<file path="src/rtl/kpi_pkg.sv">
package kpi_pkg;

    typedef enum logic {
        FLG_CLEAR   = 1'b0,
        FLG_PENDING = 1'b1
    } flag_state_e;

    localparam logic [1:0] ADDR_CTRL = 2'd0;
    localparam logic [1:0] ADDR_EN   = 2'd1;
    localparam logic [1:0] ADDR_POL  = 2'd2;

    localparam int BIT_FLAG = 0;
    localparam int BIT_ACK  = 1;
    localparam int BIT_IE   = 2;
    localparam int BIT_MODE = 3;

endpackage

</file>
<file path="src/rtl/kpi_sync.sv">
module kpi_sync #(
    parameter int W = 8
) (
    input  logic         clk,
    input  logic         rst_n,
    input  logic [W-1:0] pins_i,
    output logic [W-1:0] sync_o,
    output logic [W-1:0] prev_o
);

    logic [W-1:0] stage1;

    for (genvar i = 0; i < W; i++) begin : g_pin
        always_ff @(posedge clk or negedge rst_n) begin
            if (!rst_n) begin
                stage1[i] <= 1'b0;
                sync_o[i] <= 1'b0;
                prev_o[i] <= 1'b0;
            end else begin
                stage1[i] <= pins_i[i];
                sync_o[i] <= stage1[i];
                prev_o[i] <= sync_o[i];
            end
        end
    end

endmodule

</file>
<file path="src/rtl/kpi_detect.sv">
module kpi_detect #(
    parameter int W = 8
) (
    input  logic         clk,
    input  logic         rst_n,
    input  logic [W-1:0] sync_i,
    input  logic [W-1:0] prev_i,
    input  logic [W-1:0] en_i,
    input  logic [W-1:0] pol_i,
    input  logic         level_mode_i,
    output logic         hit_o
);

    logic [W-1:0] edge_v;
    logic [W-1:0] level_v;

    for (genvar i = 0; i < W; i++) begin : g_det
        always_comb begin
            if (pol_i[i]) begin
                edge_v[i] = sync_i[i] & ~prev_i[i];
            end else begin
                edge_v[i] = ~sync_i[i] & prev_i[i];
            end
            level_v[i] = (sync_i[i] == pol_i[i]);
        end
    end

    assign hit_o = |(en_i & (edge_v | ({W{level_mode_i}} & level_v)));

    AST_EDGE_ONLY_QUIET: assert property (@(posedge clk) disable iff (!rst_n)
        (!level_mode_i && (sync_i == prev_i)) |-> !hit_o);
    AST_DISABLED_QUIET: assert property (@(posedge clk) disable iff (!rst_n)
        (en_i == '0) |-> !hit_o);

endmodule

</file>
<file path="src/rtl/kpi_regs.sv">
module kpi_regs
    import kpi_pkg::*;
#(
    parameter int         W    = 8,
    parameter logic [W-1:0] MASK = '1
) (
    input  logic         clk,
    input  logic         rst_n,
    input  logic [1:0]   addr_i,
    input  logic         wr_i,
    input  logic [W-1:0] wdata_i,
    output logic [W-1:0] rdata_o,
    input  logic         hit_i,
    output logic [W-1:0] en_o,
    output logic [W-1:0] pol_o,
    output logic         level_mode_o,
    output logic         irq_o
);

    flag_state_e flag_q, flag_d;
    logic        ie_q;
    logic        ack;

    assign ack = wr_i && (addr_i == ADDR_CTRL) && wdata_i[BIT_ACK];

    always_ff @(posedge clk or negedge rst_n) begin
        if (!rst_n) begin
            en_o         <= '0;
            pol_o        <= '0;
            ie_q         <= 1'b0;
            level_mode_o <= 1'b0;
        end else if (wr_i) begin
            unique case (addr_i)
                ADDR_CTRL: begin
                    ie_q         <= wdata_i[BIT_IE];
                    level_mode_o <= wdata_i[BIT_MODE];
                end
                ADDR_EN:  en_o  <= wdata_i & MASK;
                ADDR_POL: pol_o <= wdata_i & MASK;
                default: ;
            endcase
        end
    end

    // flag state register
    always_ff @(posedge clk or negedge rst_n) begin
        if (!rst_n) flag_q <= FLG_CLEAR;
        else        flag_q <= flag_d;
    end

    // flag transitions: detect, acknowledge, hold
    always_comb begin
        flag_d = flag_q;
        unique case (flag_q)
            FLG_CLEAR:   if (hit_i) flag_d = FLG_PENDING;
            FLG_PENDING: if (ack && !hit_i) flag_d = FLG_CLEAR;
            default:     flag_d = FLG_CLEAR;
        endcase
    end

    // outputs
    always_comb begin
        irq_o   = (flag_q == FLG_PENDING) && ie_q;
        rdata_o = '0;
        unique case (addr_i)
            ADDR_CTRL: begin
                rdata_o[BIT_FLAG] = (flag_q == FLG_PENDING);
                rdata_o[BIT_IE]   = ie_q;
                rdata_o[BIT_MODE] = level_mode_o;
            end
            ADDR_EN:  rdata_o = en_o;
            ADDR_POL: rdata_o = pol_o;
            default:  rdata_o = '0;
        endcase
    end

    AST_ACK_CLEARS: assert property (@(posedge clk) disable iff (!rst_n)
        (ack && !hit_i) |=> (flag_q == FLG_CLEAR));
    AST_FLAG_STICKY: assert property (@(posedge clk) disable iff (!rst_n)
        ((flag_q == FLG_PENDING) && !ack) |=> (flag_q == FLG_PENDING));
    AST_SET_NEEDS_HIT: assert property (@(posedge clk) disable iff (!rst_n)
        (hit_i) |=> (flag_q == FLG_PENDING));

endmodule

</file>
<file path="src/rtl/kpi_ctrl.sv">
module kpi_ctrl #(
    parameter int         W    = 8,
    parameter logic [W-1:0] MASK = 8'h37
) (
    input  logic         clk,
    input  logic         rst_n,
    input  logic [W-1:0] pins_i,
    input  logic         stop_i,
    input  logic [1:0]   bus_addr,
    input  logic         bus_wr,
    input  logic [W-1:0] bus_wdata,
    output logic [W-1:0] bus_rdata,
    output logic         irq_o,
    output logic         wake_o
);

    logic [W-1:0] sync_v, prev_v, en_v, pol_v;
    logic         level_mode, hit;

    kpi_sync #(.W(W)) u_sync (
        .clk    (clk),
        .rst_n  (rst_n),
        .pins_i (pins_i),
        .sync_o (sync_v),
        .prev_o (prev_v)
    );

    kpi_detect #(.W(W)) u_detect (
        .clk          (clk),
        .rst_n        (rst_n),
        .sync_i       (sync_v),
        .prev_i       (prev_v),
        .en_i         (en_v),
        .pol_i        (pol_v),
        .level_mode_i (level_mode),
        .hit_o        (hit)
    );

    kpi_regs #(.W(W), .MASK(MASK)) u_regs (
        .clk          (clk),
        .rst_n        (rst_n),
        .addr_i       (bus_addr),
        .wr_i         (bus_wr),
        .wdata_i      (bus_wdata),
        .rdata_o      (bus_rdata),
        .hit_i        (hit),
        .en_o         (en_v),
        .pol_o        (pol_v),
        .level_mode_o (level_mode),
        .irq_o        (irq_o)
    );

    // clockless wake path straight from the pads
    assign wake_o = stop_i && (|(en_v & ~(pins_i ^ pol_v)));

    AST_WAKE_NEEDS_STOP: assert property (@(posedge clk) disable iff (!rst_n)
        !stop_i |-> !wake_o);

endmodule

</file>
<file path="config.mk">
export PLATFORM = sky130hd
export DESIGN_NAME = kpi_ctrl
export DESIGN_NICKNAME = d
export VERILOG_FILES = /design/src/rtl/kpi_pkg.sv /design/src/rtl/kpi_sync.sv /design/src/rtl/kpi_detect.sv /design/src/rtl/kpi_regs.sv /design/src/rtl/kpi_ctrl.sv
export SDC_FILE = /design/constraint.sdc
export NUM_CORES = 1
export LEC_CHECK = 0
export CAP_MARGIN = 25
export CORE_ASPECT_RATIO = 1.75
export CORE_MARGIN = 5
export CORE_UTILIZATION = 47
export CTS_CLUSTER_SIZE = 8
export DETAILED_ROUTE_END_ITERATION = 6
export PLACE_DENSITY = 0.78
export SLEW_MARGIN = 10
export SYNTH_ARGS = -nofsm -noshare
export SYNTH_HDL_FRONTEND = slang
export SYNTH_SLANG_ARGS = --single-unit
</file>
<file path="constraint.sdc">
create_clock -name clk -period 1.5 [get_ports clk]
set_clock_uncertainty 0.05 [all_clocks]
set_input_delay 0.225 -clock clk [delete_from_list [all_inputs] [get_ports clk]]
set_output_delay 0.225 -clock clk [all_outputs]
set_load 0.02 [all_outputs]
</file>
==> reports/qor.log <==
INFO  routing        routed_wl=2838um
INFO  routing        drcViolationCount=0
INFO  synth          netlist.top_cell.by_area=sky130_fd_sc_hd__dfrtp_1
INFO  min_path       holdCritPathClass=input port to flip-flop
INFO  outcome        violated_checks=setup timing
INFO  synth          netlist_top_cells_area=sky130_fd_sc_hd__dfrtp_1 57%, sky130_fd_sc_hd__mux2_2 11%, sky130_fd_sc_hd__ha_1 4.1%
INFO  sta            fin_setup_tns=-0.3783ns
INFO  cts            clkSlewWorstSetupHoldPaths=0.09ns
INFO  sta            finalSetupViolCount=3
INFO  grt            overflow=0
INFO  placed_design  place.port_buffers=24
INFO  floorplanning  core-area=2492um2
INFO  synth          synthesis.area_per_instance=12.14um2
INFO  outcome        run_status=finished, violations left
INFO  sta            final_period_minus_worst_setup_slack=1.657ns
INFO  critical_path  crit_path_max_fanout=2
INFO  floorplanning  fp.dieArea=3771um2
INFO  grt            number_of_global_route_vias_before_repair=1,018
INFO  grt            grt_pass1_wl=4629um
INFO  synth          synth.lib_cells_used.distinct=22
INFO  cts            hold_buffers=0
INFO  synth          postSynthCellCount=101
INFO  cts            tritoncts=yes
INFO  critical_path  timing.rr.start=u_regs.level_mode_o$_DFFE_PN0N_
INFO  sta            rsz0062_at_grt=yes
INFO  power_and_ir_drop cellLeakagePower=0.7576nW
INFO  cells_and_area nFillCells=192
INFO  sta            finalWorstSetupSlack=-0.1574ns
INFO  synth          ys_ff_latch=28
INFO  cells_and_area nNetsFinal=173
INFO  routing        metal1_wirelength=1033um
INFO  floorplanning  chipHeight=77.57um
INFO  cells_and_area multi_input_comb_area=538.0um2
INFO  critical_path  worstSetupEndpointType=primary output
INFO  cts            cts.htree.levels=1
INFO  cells_and_area finalCoreUtilization=68.67%
INFO  grt            grt_antenna_before_repair=0
INFO  cells_and_area layout.area.seq=700.7um2
INFO  sta            layout_worst_path_cycle_share=110.5%
INFO  synth          synth.top_cell.area_share=57.14%
INFO  routing        vias=960
INFO  critical_path  cp_class=flip-flop to primary output
INFO  grt            gr-usage-all-layers=15.07%
INFO  sta            slew_violations=0
INFO  placed_design  dp_hpwl=2130um
INFO  cells_and_area post_route_cells_drive_above_1_share=36.30%
INFO  synth          synthesis.yosys.warnings=0
INFO  routing        dr_wl_met2=1542um
INFO  power_and_ir_drop max-vdd-ir-drop=0.7501mV
INFO  cells_and_area num_antenna_cells=0
INFO  sta            finalHoldViolations=0
INFO  cts            cts-root-buf=sky130_fd_sc_hd__clkbuf_8
INFO  routing        highest_layer=met4
INFO  power_and_ir_drop power_density=1124nW/um2
INFO  routing        routedWlPerCell=16.50um
INFO  floorplanning  die_width=48.61um
INFO  floorplanning  floorplan.initialDensity=49.20%
INFO  cts            clkLatencyLatePin=0.27ns
INFO  routing        first_iter_violations=20
INFO  grt            maximum_number_of_pins_on_one_net_before_global_route_repair=29
INFO  cts            ctsLongestPathBuffers=2
INFO  routing        via_per_inst=5.581
INFO  cts            tritoncts.num_buffers=3
INFO  critical_path  crit_path_start_kind=flip-flop
INFO  placed_design  gpl.final_weighted_congestion=0.8054
INFO  synth          yosysSeqAreaShare=57.14%
INFO  synth          syn-cell-area=1226um2
INFO  routing        dr_wl_met3=156um
INFO  routing        detail_route.first_pass.iterations=4
INFO  critical_path  critical_path.startpoint=u_regs.pol_o[1]$_DFFE_PN0P_
INFO  cts            cts_num_sinks=28
INFO  critical_path  crit_required=1.22ns
INFO  floorplanning  num_rows=24
INFO  sta            fmax=0.6033GHz
INFO  min_path       worstHoldStart=pins_i[1]
INFO  floorplanning  floorplan.io_pins=32
INFO  routing        ant_nets=0
INFO  cells_and_area area_growth=39.59%
INFO  job            maxCapViolCount=0
INFO  critical_path  worst-endpoint-arrival=1.38ns
cell usage in the layout, fill, tap and decap left out, types with 2 or more instances in the layout:
master                            Yosys  layout
sky130_fd_sc_hd__o21ai_0              2       2
sky130_fd_sc_hd__a222oi_1             3       3
sky130_fd_sc_hd__clkdlybuf4s50_1      0      13
sky130_fd_sc_hd__o21bai_1             3       3
sky130_fd_sc_hd__o22ai_1              3       3
sky130_fd_sc_hd__nor2b_1              6       6
sky130_fd_sc_hd__mux2_2              12      12
sky130_fd_sc_hd__ha_4                 0       2
sky130_fd_sc_hd__buf_4                2      21
sky130_fd_sc_hd__a21oi_1              2       2
sky130_fd_sc_hd__buf_6                0       5
sky130_fd_sc_hd__xnor2_1              5       5
sky130_fd_sc_hd__dfrtp_1             28      28
sky130_fd_sc_hd__a22oi_2              0       2
sky130_fd_sc_hd__conb_1               1       2
sky130_fd_sc_hd__a22oi_1              6       4
sky130_fd_sc_hd__nand2_1              9       9
sky130_fd_sc_hd__buf_2                1       2
sky130_fd_sc_hd__nor2_1               5       4
sky130_fd_sc_hd__clkbuf_8             0       4
sky130_fd_sc_hd__nor3_1               2       2
sky130_fd_sc_hd__inv_2                0       2
power breakdown:
part	switching [mW]	internal [mW]	total, mW
Combinational	0.246	0.307	0.553
Clock	0.231	0.235	0.466
Sequential	0.0671	0.839	0.906
Total	0.543	1.38	1.92
metrics by stage:
step	power, mW	area (um2)	setup slack (ns)	hold slack, ns	std cells
3_5_place_dp	1.431	1595	-0.8209	0.2871	164
4_1_cts	1.899	1683	-0.1731	0.1783	171
2_1_floorplan	1.163	1230	0.1948	-0.1206	102
6_report	1.924	1712	-0.1574	0.1781	172
3_3_place_gp	1.412	1595	-0.7265	0.2833	164
5_1_grt	2.008	1712	-0.2462	0.1873	172
state kept, by name, summed over array words and instances, names as in the netlist:
signal,cells
u_sync.sync_o,5
u_regs.flag_q,1
u_regs.ie_q,1
u_sync.stage1,5
u_regs.en_o,5
u_sync.prev_o,5
u_regs.pol_o,5
u_regs.level_mode_o,1
routing by layer:
metal | global-route usage, % | vias to the layer above
met3 | 2.107 | 11
met2 | 26.70 | 28
met5 | 0 | -
li1 | - | 446
met1 | 16.38 | 475
met4 | 9.434 | 0
timing repair:
action / in CTS / in global routing
setup buffers: 3 / 2
hold endpoints to repair: 0 / 0
pin swaps: 7 / 6
setup endpoints to repair: 20 / 8
resized for setup: 51 / 11
cell type report:
class | count | area share [%]
flip-flops and latches | 28 | 40.94
clock buffers | 4 | 3.216
repair buffers | 43 | 21.86
well taps | 26 | 1.901
inverters | 3 | 0.6579
multi-input cells | 68 | 31.43
cell families after synthesis:
family	count (synthesis)	share of synthesized area (%)
compound gates	20	11.73
simple gates	25	9.592
buf+inv	6	2.550
mux	12	11.02
flops	28	57.14
other cells	1	0.3058
xor+xnor	5	3.571
fa+ha+maj	4	4.082
critical path, cell delays in order, from the launching register on:
cell                       delay [ns]
sky130_fd_sc_hd__dfrtp_1         0.40
sky130_fd_sc_hd__xnor2_1         0.13
sky130_fd_sc_hd__a222oi_1        0.31
sky130_fd_sc_hd__a21boi_1        0.10
sky130_fd_sc_hd__buf_4           0.17
cell usage after synthesis:
cell type                  number
sky130_fd_sc_hd__a21boi_1       1
sky130_fd_sc_hd__conb_1         1
sky130_fd_sc_hd__inv_1          3
sky130_fd_sc_hd__a21oi_1        2
sky130_fd_sc_hd__nand3_1        1
sky130_fd_sc_hd__dfrtp_1       28
sky130_fd_sc_hd__mux2_2        12
sky130_fd_sc_hd__ha_1           4
sky130_fd_sc_hd__and2_1         1
sky130_fd_sc_hd__nor2b_1        6
sky130_fd_sc_hd__nand4_1        1
sky130_fd_sc_hd__buf_2          1
sky130_fd_sc_hd__nand2_1        9
sky130_fd_sc_hd__xnor2_1        5
sky130_fd_sc_hd__o21ai_0        2
sky130_fd_sc_hd__o21bai_1       3
sky130_fd_sc_hd__a22oi_1        6
sky130_fd_sc_hd__nor3_1         2
sky130_fd_sc_hd__o22ai_1        3
sky130_fd_sc_hd__a222oi_1       3
sky130_fd_sc_hd__nor2_1         5
sky130_fd_sc_hd__buf_4          2
worst paths after layout:
kind	to	slack, ns	cells after the start
setup / recovery	wake_o	-0.16	4
hold / removal	u_sync.stage1[1]$_DFF_PN0_	0.18	1
setup reg to reg	u_regs.flag_q$_DFF_PN0_	0.20	5
hold reg to reg	u_sync.sync_o[4]$_DFF_PN0_	0.31	0
max in group asynchronous	u_sync.sync_o[1]$_DFF_PN0_	0.86	2
min in group asynchronous	u_regs.en_o[0]$_DFFE_PN0P_	0.27	2
Power figures use the tool's default switching activity.
